[src/rtl/stfwd_pkg.sv]
package stfwd_pkg;
  typedef enum logic [1:0] {
    ST_NONE     = 2'd0,
    ST_NEW      = 2'd1,
    ST_REPLACE  = 2'd2,
    ST_CONFLICT = 2'd3
  } st_outcome_e;
endpackage

[src/rtl/stfwd_table.sv]
module stfwd_table
  import stfwd_pkg::*;
#(
  parameter int ADDR_W = 32,
  parameter int DATA_W = 32,
  parameter int CYC_W  = 16,
  parameter int DEPTH  = 32,
  parameter int OFS    = 2
) (
  input  logic              clk,
  input  logic              rst_n,
  input  logic              st_fire,
  input  logic [ADDR_W-1:0] st_addr,
  input  logic [DATA_W-1:0] st_data,
  input  logic [CYC_W-1:0]  st_cyc,
  input  logic              rt_valid,
  input  logic [ADDR_W-1:0] rt_addr,
  input  logic [CYC_W-1:0]  rt_cyc,
  input  logic [ADDR_W-1:0] rd_addr,
  output logic              rd_hit,
  output logic [DATA_W-1:0] rd_data,
  output logic [CYC_W-1:0]  rd_cyc,
  output st_outcome_e       st_outcome
);
  localparam int IDX_W = $clog2(DEPTH);

  logic [DEPTH-1:0]  vld_q;
  logic [ADDR_W-1:0] tag_q  [DEPTH];
  logic [DATA_W-1:0] data_q [DEPTH];
  logic [CYC_W-1:0]  cyc_q  [DEPTH];

  logic [IDX_W-1:0] st_idx, rt_idx, rd_idx;
  assign st_idx = st_addr[OFS+IDX_W-1:OFS];
  assign rt_idx = rt_addr[OFS+IDX_W-1:OFS];
  assign rd_idx = rd_addr[OFS+IDX_W-1:OFS];

  logic st_same, st_busy, st_write, rt_match;
  assign st_same  = vld_q[st_idx] && (tag_q[st_idx] == st_addr);
  assign st_busy  = vld_q[st_idx] && (tag_q[st_idx] != st_addr);
  assign st_write = st_fire && !st_busy;
  assign rt_match = rt_valid && vld_q[rt_idx] && (tag_q[rt_idx] == rt_addr)
                    && (cyc_q[rt_idx] == rt_cyc);

  st_outcome_e outcome_d;
  always_comb begin
    outcome_d = ST_NONE;
    if (st_fire) begin
      if (st_busy)      outcome_d = ST_CONFLICT;
      else if (st_same) outcome_d = ST_REPLACE;
      else              outcome_d = ST_NEW;
    end
  end

  always_ff @(posedge clk) begin
    if (!rst_n) begin
      vld_q      <= '0;
      st_outcome <= ST_NONE;
    end else begin
      st_outcome <= outcome_d;
      if (rt_match)      vld_q[rt_idx] <= 1'b0;
      else if (st_write) vld_q[st_idx] <= 1'b1;
    end
  end

  always_ff @(posedge clk) begin
    if (st_write && !rt_valid) begin
      tag_q[st_idx]  <= st_addr;
      data_q[st_idx] <= st_data;
      cyc_q[st_idx]  <= st_cyc;
    end
  end

  assign rd_hit  = vld_q[rd_idx] && (tag_q[rd_idx] == rd_addr);
  assign rd_data = data_q[rd_idx];
  assign rd_cyc  = cyc_q[rd_idx];

  p_outcome_needs_fire_r4: assert property (@(posedge clk) disable iff (!rst_n)
    (st_outcome != ST_NONE) |-> $past(st_fire));
  p_conflict_keeps_tag_r4: assert property (@(posedge clk) disable iff (!rst_n)
    (st_fire && st_busy && !rt_valid) |=> (tag_q[$past(st_idx)] == $past(tag_q[st_idx])));
  p_retire_clears_r5: assert property (@(posedge clk) disable iff (!rst_n)
    rt_match |=> !vld_q[$past(rt_idx)]);
  p_write_fills_r2: assert property (@(posedge clk) disable iff (!rst_n)
    (st_write && !rt_valid) |=> vld_q[$past(st_idx)]);
endmodule

[src/rtl/stfwd_lookup.sv]
module stfwd_lookup #(
  parameter int DATA_W = 32,
  parameter int CYC_W  = 16
) (
  input  logic              clk,
  input  logic              rst_n,
  input  logic              ld_valid,
  input  logic              rd_hit,
  input  logic [DATA_W-1:0] rd_data,
  input  logic [CYC_W-1:0]  rd_cyc,
  output logic              rsp_valid,
  output logic              rsp_hit,
  output logic [DATA_W-1:0] rsp_data,
  output logic [CYC_W-1:0]  rsp_cyc
);
  always_ff @(posedge clk) begin
    if (!rst_n) begin
      rsp_valid <= 1'b0;
      rsp_hit   <= 1'b0;
      rsp_data  <= '0;
      rsp_cyc   <= '0;
    end else begin
      rsp_valid <= ld_valid;
      rsp_hit   <= ld_valid && rd_hit;
      rsp_data  <= (ld_valid && rd_hit) ? rd_data : '0;
      rsp_cyc   <= (ld_valid && rd_hit) ? rd_cyc  : '0;
    end
  end

  p_rsp_follows_req_r2: assert property (@(posedge clk) disable iff (!rst_n)
    ld_valid |=> rsp_valid);
  p_no_stray_rsp_r2: assert property (@(posedge clk) disable iff (!rst_n)
    !ld_valid |=> !rsp_valid);
  p_miss_zero_r7: assert property (@(posedge clk) disable iff (!rst_n)
    (rsp_valid && !rsp_hit) |-> (rsp_data == '0 && rsp_cyc == '0));
  p_hit_needs_valid_r2: assert property (@(posedge clk) disable iff (!rst_n)
    rsp_hit |-> rsp_valid);
endmodule

[src/rtl/stfwd_buffer.sv]
module stfwd_buffer
  import stfwd_pkg::*;
#(
  parameter int ADDR_W = 32,
  parameter int DATA_W = 32,
  parameter int CYC_W  = 16,
  parameter int DEPTH  = 32,
  parameter int OFS    = 2
) (
  input  logic              clk,
  input  logic              rst_n,
  input  logic              st_valid,
  output logic              st_ready,
  input  logic [ADDR_W-1:0] st_addr,
  input  logic [DATA_W-1:0] st_data,
  input  logic [CYC_W-1:0]  st_cyc,
  output logic              st_conflict,
  output logic              st_redundant,
  input  logic              ld_valid,
  input  logic [ADDR_W-1:0] ld_addr,
  output logic              ld_rsp_valid,
  output logic              ld_rsp_hit,
  output logic [DATA_W-1:0] ld_rsp_data,
  output logic [CYC_W-1:0]  ld_rsp_cyc,
  input  logic              rt_valid,
  input  logic [ADDR_W-1:0] rt_addr,
  input  logic [CYC_W-1:0]  rt_cyc
);
  logic              st_fire;
  logic              rd_hit;
  logic [DATA_W-1:0] rd_data;
  logic [CYC_W-1:0]  rd_cyc;
  st_outcome_e       outcome;

  assign st_ready = !rt_valid;
  assign st_fire  = st_valid && st_ready;

  stfwd_table #(
    .ADDR_W(ADDR_W), .DATA_W(DATA_W), .CYC_W(CYC_W), .DEPTH(DEPTH), .OFS(OFS)
  ) u_table (
    .clk(clk), .rst_n(rst_n),
    .st_fire(st_fire), .st_addr(st_addr), .st_data(st_data), .st_cyc(st_cyc),
    .rt_valid(rt_valid), .rt_addr(rt_addr), .rt_cyc(rt_cyc),
    .rd_addr(ld_addr), .rd_hit(rd_hit), .rd_data(rd_data), .rd_cyc(rd_cyc),
    .st_outcome(outcome)
  );

  stfwd_lookup #(.DATA_W(DATA_W), .CYC_W(CYC_W)) u_lookup (
    .clk(clk), .rst_n(rst_n), .ld_valid(ld_valid),
    .rd_hit(rd_hit), .rd_data(rd_data), .rd_cyc(rd_cyc),
    .rsp_valid(ld_rsp_valid), .rsp_hit(ld_rsp_hit),
    .rsp_data(ld_rsp_data), .rsp_cyc(ld_rsp_cyc)
  );

  assign st_conflict  = (outcome == ST_CONFLICT);
  assign st_redundant = (outcome == ST_REPLACE);

  p_retire_blocks_store_r8: assert property (@(posedge clk) disable iff (!rst_n)
    (st_valid && rt_valid) |=> (!st_conflict && !st_redundant));
endmodule

[config.mk]
export PLATFORM = sky130hd
export DESIGN_NAME = stfwd_buffer
export DESIGN_NICKNAME = d
export VERILOG_FILES = /design/src/rtl/stfwd_pkg.sv /design/src/rtl/stfwd_table.sv /design/src/rtl/stfwd_lookup.sv /design/src/rtl/stfwd_buffer.sv
export SDC_FILE = /design/constraint.sdc
export NUM_CORES = 2
export LEC_CHECK = 0
export BUFFER_PORTS_ARGS = -buffer_cell sky130_fd_sc_hd__buf_2
export CAP_MARGIN = 25
export CORE_ASPECT_RATIO = 0.5
export CORE_MARGIN = 4
export CORE_UTILIZATION = 63
export DETAILED_ROUTE_END_ITERATION = 7
export HOLD_SLACK_MARGIN = 0.05
export PLACE_DENSITY = 0.8
export SYNTH_ARGS = -nofsm -noshare
export SYNTH_HDL_FRONTEND = slang
export SYNTH_SLANG_ARGS = --single-unit
[constraint.sdc]
create_clock -name clk -period 14.7 [get_ports clk]
set_input_delay 4.41 -clock clk [delete_from_list [all_inputs] [get_ports clk]]
set_output_delay 4.41 -clock clk [all_outputs]
set_load 0.02 [all_outputs]
== Word-level counts from Yosys, hierarchy flattened ==
Memory sizes are Yosys's and may differ from the RTL's. A register that Yosys moved wholly into a read port is not among the register bits.
Cells that the tools add are included.

* Input port bits: 165
* Output and inout port bits: 53
* Logic and storage cells: 57
* Register bits after elaboration: 36
* Memories: 3
* Memory bits (writable): 2560

* Multiplexer cells: 16
* Order comparisons: 5
* Reductions and logical operators: 19
* Bitwise operators: 3
* Equal/unequal tests: 7

{| class="wikitable"
|+ Memory list
! memory !! depth !! bits a word !! read ports !! clocked after memory_dff !! write ports !! line !! source
|-
| u_table.data_q || 32 || 32 || 1 || 1 || 1 || stfwd_table.sv:29 || <nowiki>logic [DATA_W-1:0] data_q [DEPTH];</nowiki>
|-
| u_table.tag_q || 32 || 32 || 3 || 0 || 1 || stfwd_table.sv:28 || <nowiki>logic [ADDR_W-1:0] tag_q [DEPTH];</nowiki>
|-
| u_table.cyc_q || 32 || 16 || 2 || 1 || 1 || stfwd_table.sv:30 || <nowiki>logic [CYC_W-1:0] cyc_q [DEPTH];</nowiki>
|}

{| class="wikitable"
|+ Operators with widths
! operator !! count
|-
| == test 32 bit || 3
|-
| two-way mux 32 bit || 2
|-
| AND 32 bit || 1
|-
| != test 32 bit || 1
|-
| inverter 32 bit || 1
|-
| OR 32 bit || 1
|-
| less-than comparator 5 x 6 -> 1 bit (second input constant) || 3
|-
| == test 16 bit || 1
|-
| binary-select mux 1 bit (select 5 bit) || 3
|-
| logical AND 1 bit || 12
|-
| demux 1 bit (select 5 bit) || 2
|-
| >= comparator 5 x 1 -> 1 bit (second input constant) || 2
|-
| two-way mux 1 bit || 7
|-
| == test 2 bit (second input constant) || 2
|-
| zero test 1 bit || 4
|-
| two-way mux 2 bit || 2
|-
| AND reduction 2 bit || 2
|-
| nonzero test 2 bit || 1
|}

== Longest topological paths before layout ==
* Word-level depth: 8
* Gate-level depth with buffers: 17
* Depth with buffers taken out: 10

== Cells and area by module ==
A second synthesis with hierarchy kept.

* Cells, all modules: 6652
* Area total of the unflattened synthesis: 121708.0 µm²

{| class="wikitable"
|+ Modules (own cells, without submodules)
! module !! times used !! cells an instance !! sequential area each (µm²) !! area each (µm²)
|-
| stfwd_table || 1 || 6533 || 77554.4 || 120156.5
|-
| stfwd_lookup || 1 || 115 || 1001.0 || 1525.2
|-
| stfwd_buffer || 1 || 4 || 0.0 || 26.3
|}

== Worst setup path before layout ==
OpenSTA, ideal clock, no wires.

* Path kind: input -> register
* From: in st_addr[2]
* To: mem u_table.cyc_q[27][0], enable pin
* Setup slack: 1.229 ns
* Buffers on the path: 7
* Arrival: 12.855 ns
* Library setup time: 0.616 ns
* Required time: 14.084 ns
* Cell stages on the path: 17
* Cell sequence: clkbuf_1 > buf_2 > buf_2 > buf_2 > buf_2 > mux2i_1 > o22ai_1 > nor4_1 > nand2_1 > xor2_1 > nor4_1 > nand3_1 > o21ai_1 > buf_2 > buf_2 > nand4_1 > nor3_1

* Word-level cells in the longest chain between the ends: 8
* Elaborated cells on any way between the ends: 10
* Classes of those cells: eq/ne (1); mux (4); reduce/logical (4); memory (1)

{| class="wikitable"
|+ Ends and longest elaborated chain
! element !! line !! source
|-
| start, declared || stfwd_buffer.sv:14 || <nowiki>input logic [ADDR_W-1:0] st_addr,</nowiki>
|-
| memory (32 x 32 bit) / binary-select mux 1 bit (select 5 bit) (equally long branches) || n/a ||
|-
| != test 32 bit / two-way mux 1 bit (equally long branches) || stfwd_table.sv:39 || <nowiki>assign st_busy = vld_q[st_idx] && (tag_q[st_idx] != st_addr);</nowiki>
|-
| logical AND 1 bit || stfwd_table.sv:39 ||
|-
| zero test 1 bit || stfwd_table.sv:40 || <nowiki>assign st_write = st_fire && !st_busy;</nowiki>
|-
| logical AND 1 bit || stfwd_table.sv:40 ||
|-
| logical AND 1 bit || stfwd_table.sv:66 || <nowiki>if (st_write && !rt_valid) begin</nowiki>
|-
| two-way mux 1 bit || stfwd_table.sv:66 ||
|-
| two-way mux 1 bit (implied by the code) || stfwd_table.sv:69 || <nowiki>cyc_q[st_idx] <= st_cyc;</nowiki>
|-
| end, declared || stfwd_table.sv:30 ||
|}

Parallel ways exist; a longest one is shown, timed or not. The select of a mux whose other input is x is not followed.

== Worst setup path in the final report ==
* From: in st_addr[2]
* To: mem u_table.cyc_q[0][12], enable pin

The elaborated chain is that of the path after synthesis.

==> flow_metrics.env <==
export IMPL_holdPathEnd="u_table.vld_q[22]$_SDFFE_PN0P_"
export IMPL_wl_met2_mm=178
export IMPL_tightest_slew_ns=1.32
export IMPL_slew_limit_headroom_pct=12.3
export IMPL_cts_hold_buffers=0
export IMPL_syn_area_per_cell_um2=18.2
export IMPL_core_area_mm2=0.190
export IMPL_hold_start="u_table.vld_q[22]$_SDFFE_PN0P_"
export IMPL_antenna_left=0
export IMPL_start_kind="primary input"
export IMPL_clockPowerShare_pct=39.0
export IMPL_r2r_slack_ns=8.81
export IMPL_skew_ns=0.115
export IMPL_clkSinkCount=2644
export IMPL_synthCells=6648
export IMPL_grt_max_degree=144
export IMPL_firstDrtPassIters=7
export IMPL_post_cts_buffers=0
export IMPL_synth_async_sr_flop_share_pct=0
export IMPL_synth_edf_count=2560
export IMPL_avgViaCountPerCell=8.18
export IMPL_p_switching_mw=3.62
export IMPL_arrival_ns=11.28
export IMPL_ys_ff_latch=2644
export IMPL_critical_path_class="in2reg"
export IMPL_ys_types=70
export IMPL_finish_instance_area_mm2=0.132
export IMPL_swShare_pct=23.1
export IMPL_status="finished clean"
export IMPL_met3_length_mm=68.4
export IMPL_path_delay_family="buffers and inverters"
export IMPL_highest_layer="met5"
export IMPL_grtUsageTotal_pct=40.6
export IMPL_period_minus_slack_ns=10.78
export IMPL_met1_length_mm=138
export IMPL_hold_class="reg2reg"
export IMPL_wl_per_cell_um=43.3
export IMPL_initial_utilization_pct=63.6
export IMPL_maxCapViolations=0
export IMPL_vias=77500
export IMPL_clock_path_buffers=4
export IMPL_syn_nets=6813
export IMPL_power_leakage_nw=44.5
export IMPL_grt_antenna_before_repair=25
export IMPL_power_density_mw_per_mm2=119
export IMPL_fmax_mhz=92.7
export IMPL_worstPathMaxFanout=143
export IMPL_rr_endpoint="u_table.cyc_q[0][12]$_DFFE_PP_"
export IMPL_endpoint_kind="register"
export IMPL_grt_pass1_wl_mm=572
export IMPL_die_w_um=628
export IMPL_cpMaxStageDelayCell="nor4_1"
export IMPL_r2r_start="u_table.tag_q[18][29]$_DFFE_PP_"
export IMPL_clkTransAtPathRegs_ns=0.06
export IMPL_ctsResizeCount=0
export IMPL_post_place_ws_ns=3.58
export IMPL_slew_viol_final=0
export IMPL_p_comb_share_pct=8.1
export IMPL_fin_crit_sh_pct=73.4
export IMPL_setup_violations=0
export IMPL_grt_overflow=0
export IMPL_globalplace_congestion=0.965
export IMPL_hold_viol_final=0
export IMPL_first_global_vias=75400
export IMPL_power_mw=15.7
export IMPL_synthTopCellsByCount="2,560 x edfxtp_1, 1,258 x mux2i_1, 830 x mux4_2, 593 x o22ai_1, 244 x buf_2"
export IMPL_drcViolationCount=0
export IMPL_cts_tree="yes"
export IMPL_clock_latency_ns=0.95
export IMPL_fin_ws_ns=3.92
export IMPL_crit_path_cell_trace="buf_8 -> buf_12 -> mux2i_1 -> o22ai_1 -> nor4_1 -> nand2_1 -> xor2_1 -> nor4_1 -> nand3_1 -> o21ai_2 -> buf_4 -> nand3_1 -> inv_6 -> buf_4"
export IMPL_finalWirelength_mm=410
export IMPL_cp_required_ns=15.20
export IMPL_r2r_cells=12
export IMPL_drtIter0Drc=15900
export IMPL_drive_gt1_share_pct=23.1
export IMPL_finalSetupTns_ns=0
export IMPL_rsz0062_at_grt="no"
export IMPL_netlist_area_leader_share_pct=63.6
export IMPL_synth_area_leaders="edfxtp_1 64%, mux4_2 15%, mux2i_1 10%, o22ai_1 3.1%, dfxtp_1 1.4%"
export IMPL_die_area_mm2=0.200
export IMPL_placed_area_mm2=0.125
export IMPL_yosysWarnings=0
export IMPL_area_growth_pct=9.30
export IMPL_die_h_um=318
export IMPL_seqPwrFrac_pct=53.0
export IMPL_syn_area_mm2=0.121
export IMPL_p_int_mw=12.1
export IMPL_htreeDepth=4
export IMPL_io_pins=218
export IMPL_ys_flop_type="edfxtp_1"
export IMPL_root_buffer="clkbuf_16"
export IMPL_ys_seq_area_share_pct=64.9
export IMPL_whs_path_depth=2
export IMPL_path_buf_inv=5
export IMPL_portBuffers=217
export IMPL_rows=113
export IMPL_synth_most_common_cell="edfxtp_1"
export IMPL_ir_worst_vdd_v=0.000137
export IMPL_hpwl_mm=219
export IMPL_yosys_area_top_type="edfxtp_1"
export IMPL_max_stage_delay_ns=0.87
export IMPL_nets=6912
export IMPL_numCtsBuffers=224
[cells by family after synthesis]
logic type	share of synthesized area (%)
simple gates	2.45
mux	25.9
compound gates	4.02
xor+xnor	0.673
flops	64.9
buf+inv	2.03
[worst max-delay path by stage]
stage,cells after the start,endpoint,start
after floorplan,17,u_table.cyc_q[27][0]$_DFFE_PP_,st_addr[2]
after global placement,12,u_table.vld_q[1]$_SDFFE_PN0P_,rt_addr[3]
after detailed placement,14,u_table.data_q[20][27]$_DFFE_PP_,st_addr[2]
after CTS,14,u_table.cyc_q[0][12]$_DFFE_PP_,st_addr[2]
after global routing,15,u_table.tag_q[0][22]$_DFFE_PP_,st_addr[5]
final,14,u_table.cyc_q[0][12]$_DFFE_PP_,st_addr[2]
[sequential cells by signal, summed over array words and instances, names as in the netlist]
register / count
u_lookup.rsp_cyc: 16
u_table.tag_q: 1024
u_table.data_q: 1024
u_table.vld_q: 32
u_lookup.rsp_hit: 1
u_table.cyc_q: 512
u_lookup.rsp_data: 32
u_lookup.rsp_valid: 1
u_table.st_outcome: 2
[through the flow]
stage               util [%]  instances  hold slack [ns]
CTS                     69.4       9450            0.497
global route            69.5       9470            0.527
finish                  69.5       9474            0.503
global placement        65.6       9042            0.491
detailed placement      65.6       9045            0.481
floorplan                  -       6648            0.457
[layer usage]
metal | global-route usage [%] | up-vias
li1 | - | 28400
met1 | 56.5 | 39100
met2 | 58.2 | 8295
met3 | 13.6 | 1680
met4 | 20.1 | 16
met5 | 0 | -
[power by group through the flow]
stage	Combinational [mW]	Sequential [mW]	Clock (mW)
3_3_place_gp	1.19	8.48	0
5_1_grt	1.29	8.32	6.46
4_1_cts	1.22	8.32	6.11
2_1_floorplan	0.749	8.48	0
3_5_place_dp	1.21	8.48	0
6_report	1.27	8.32	6.12
[worst reg2reg max path, stage by stage, from the launching register on]
cell and delay, ns:
edfxtp_1 0.42, mux2i_1 0.25, o22ai_1 0.16, nor4_1 0.40, nand2_1 0.13, xor2_1 0.29
nor4_1 0.88, nand3_1 0.39, o21ai_2 0.24, buf_4 0.42, nand3_1 0.30, inv_6 0.76
buf_4 0.81
[area by class of cell]
cell class / instances / area (um2)
clock buffer: 267 / 5850
timing repair buffer: 382 / 2720
clock inverter: 138 / 1390
multi-input combinational: 3454 / 40200
fill: 11400 / 58100
sequential: 2644 / 78600
antenna: 18 / 45.0
inverter: 41 / 239
tap: 2530 / 3170
[layout by cell type (no fill, tap or decap), drive strengths merged, types with 6 or more instances in the layout]
cell,instances
o221a,6
xor2,67
nand4,16
edfxtp,2560
o22ai,593
o211ai,8
mux2i,1258
nand3,35
nor2b,16
a211oi,21
clkinv,98
nand4bb,8
and3,19
a311oi,6
or4,9
clkinvlp,10
and2,6
clkbuf,269
nand2,105
dfxtp,84
nor2,76
nor3b,12
or4b,8
a21oi,34
bufinv,27
o41ai,15
nand4b,11
diode,18
buf,380
inv,44
mux4,830
o21ai,13
a31oi,13
xnor2,26
o32ai,6
nor3,16
nor4,161
Note: power is estimated with default switching activity, not from simulation.
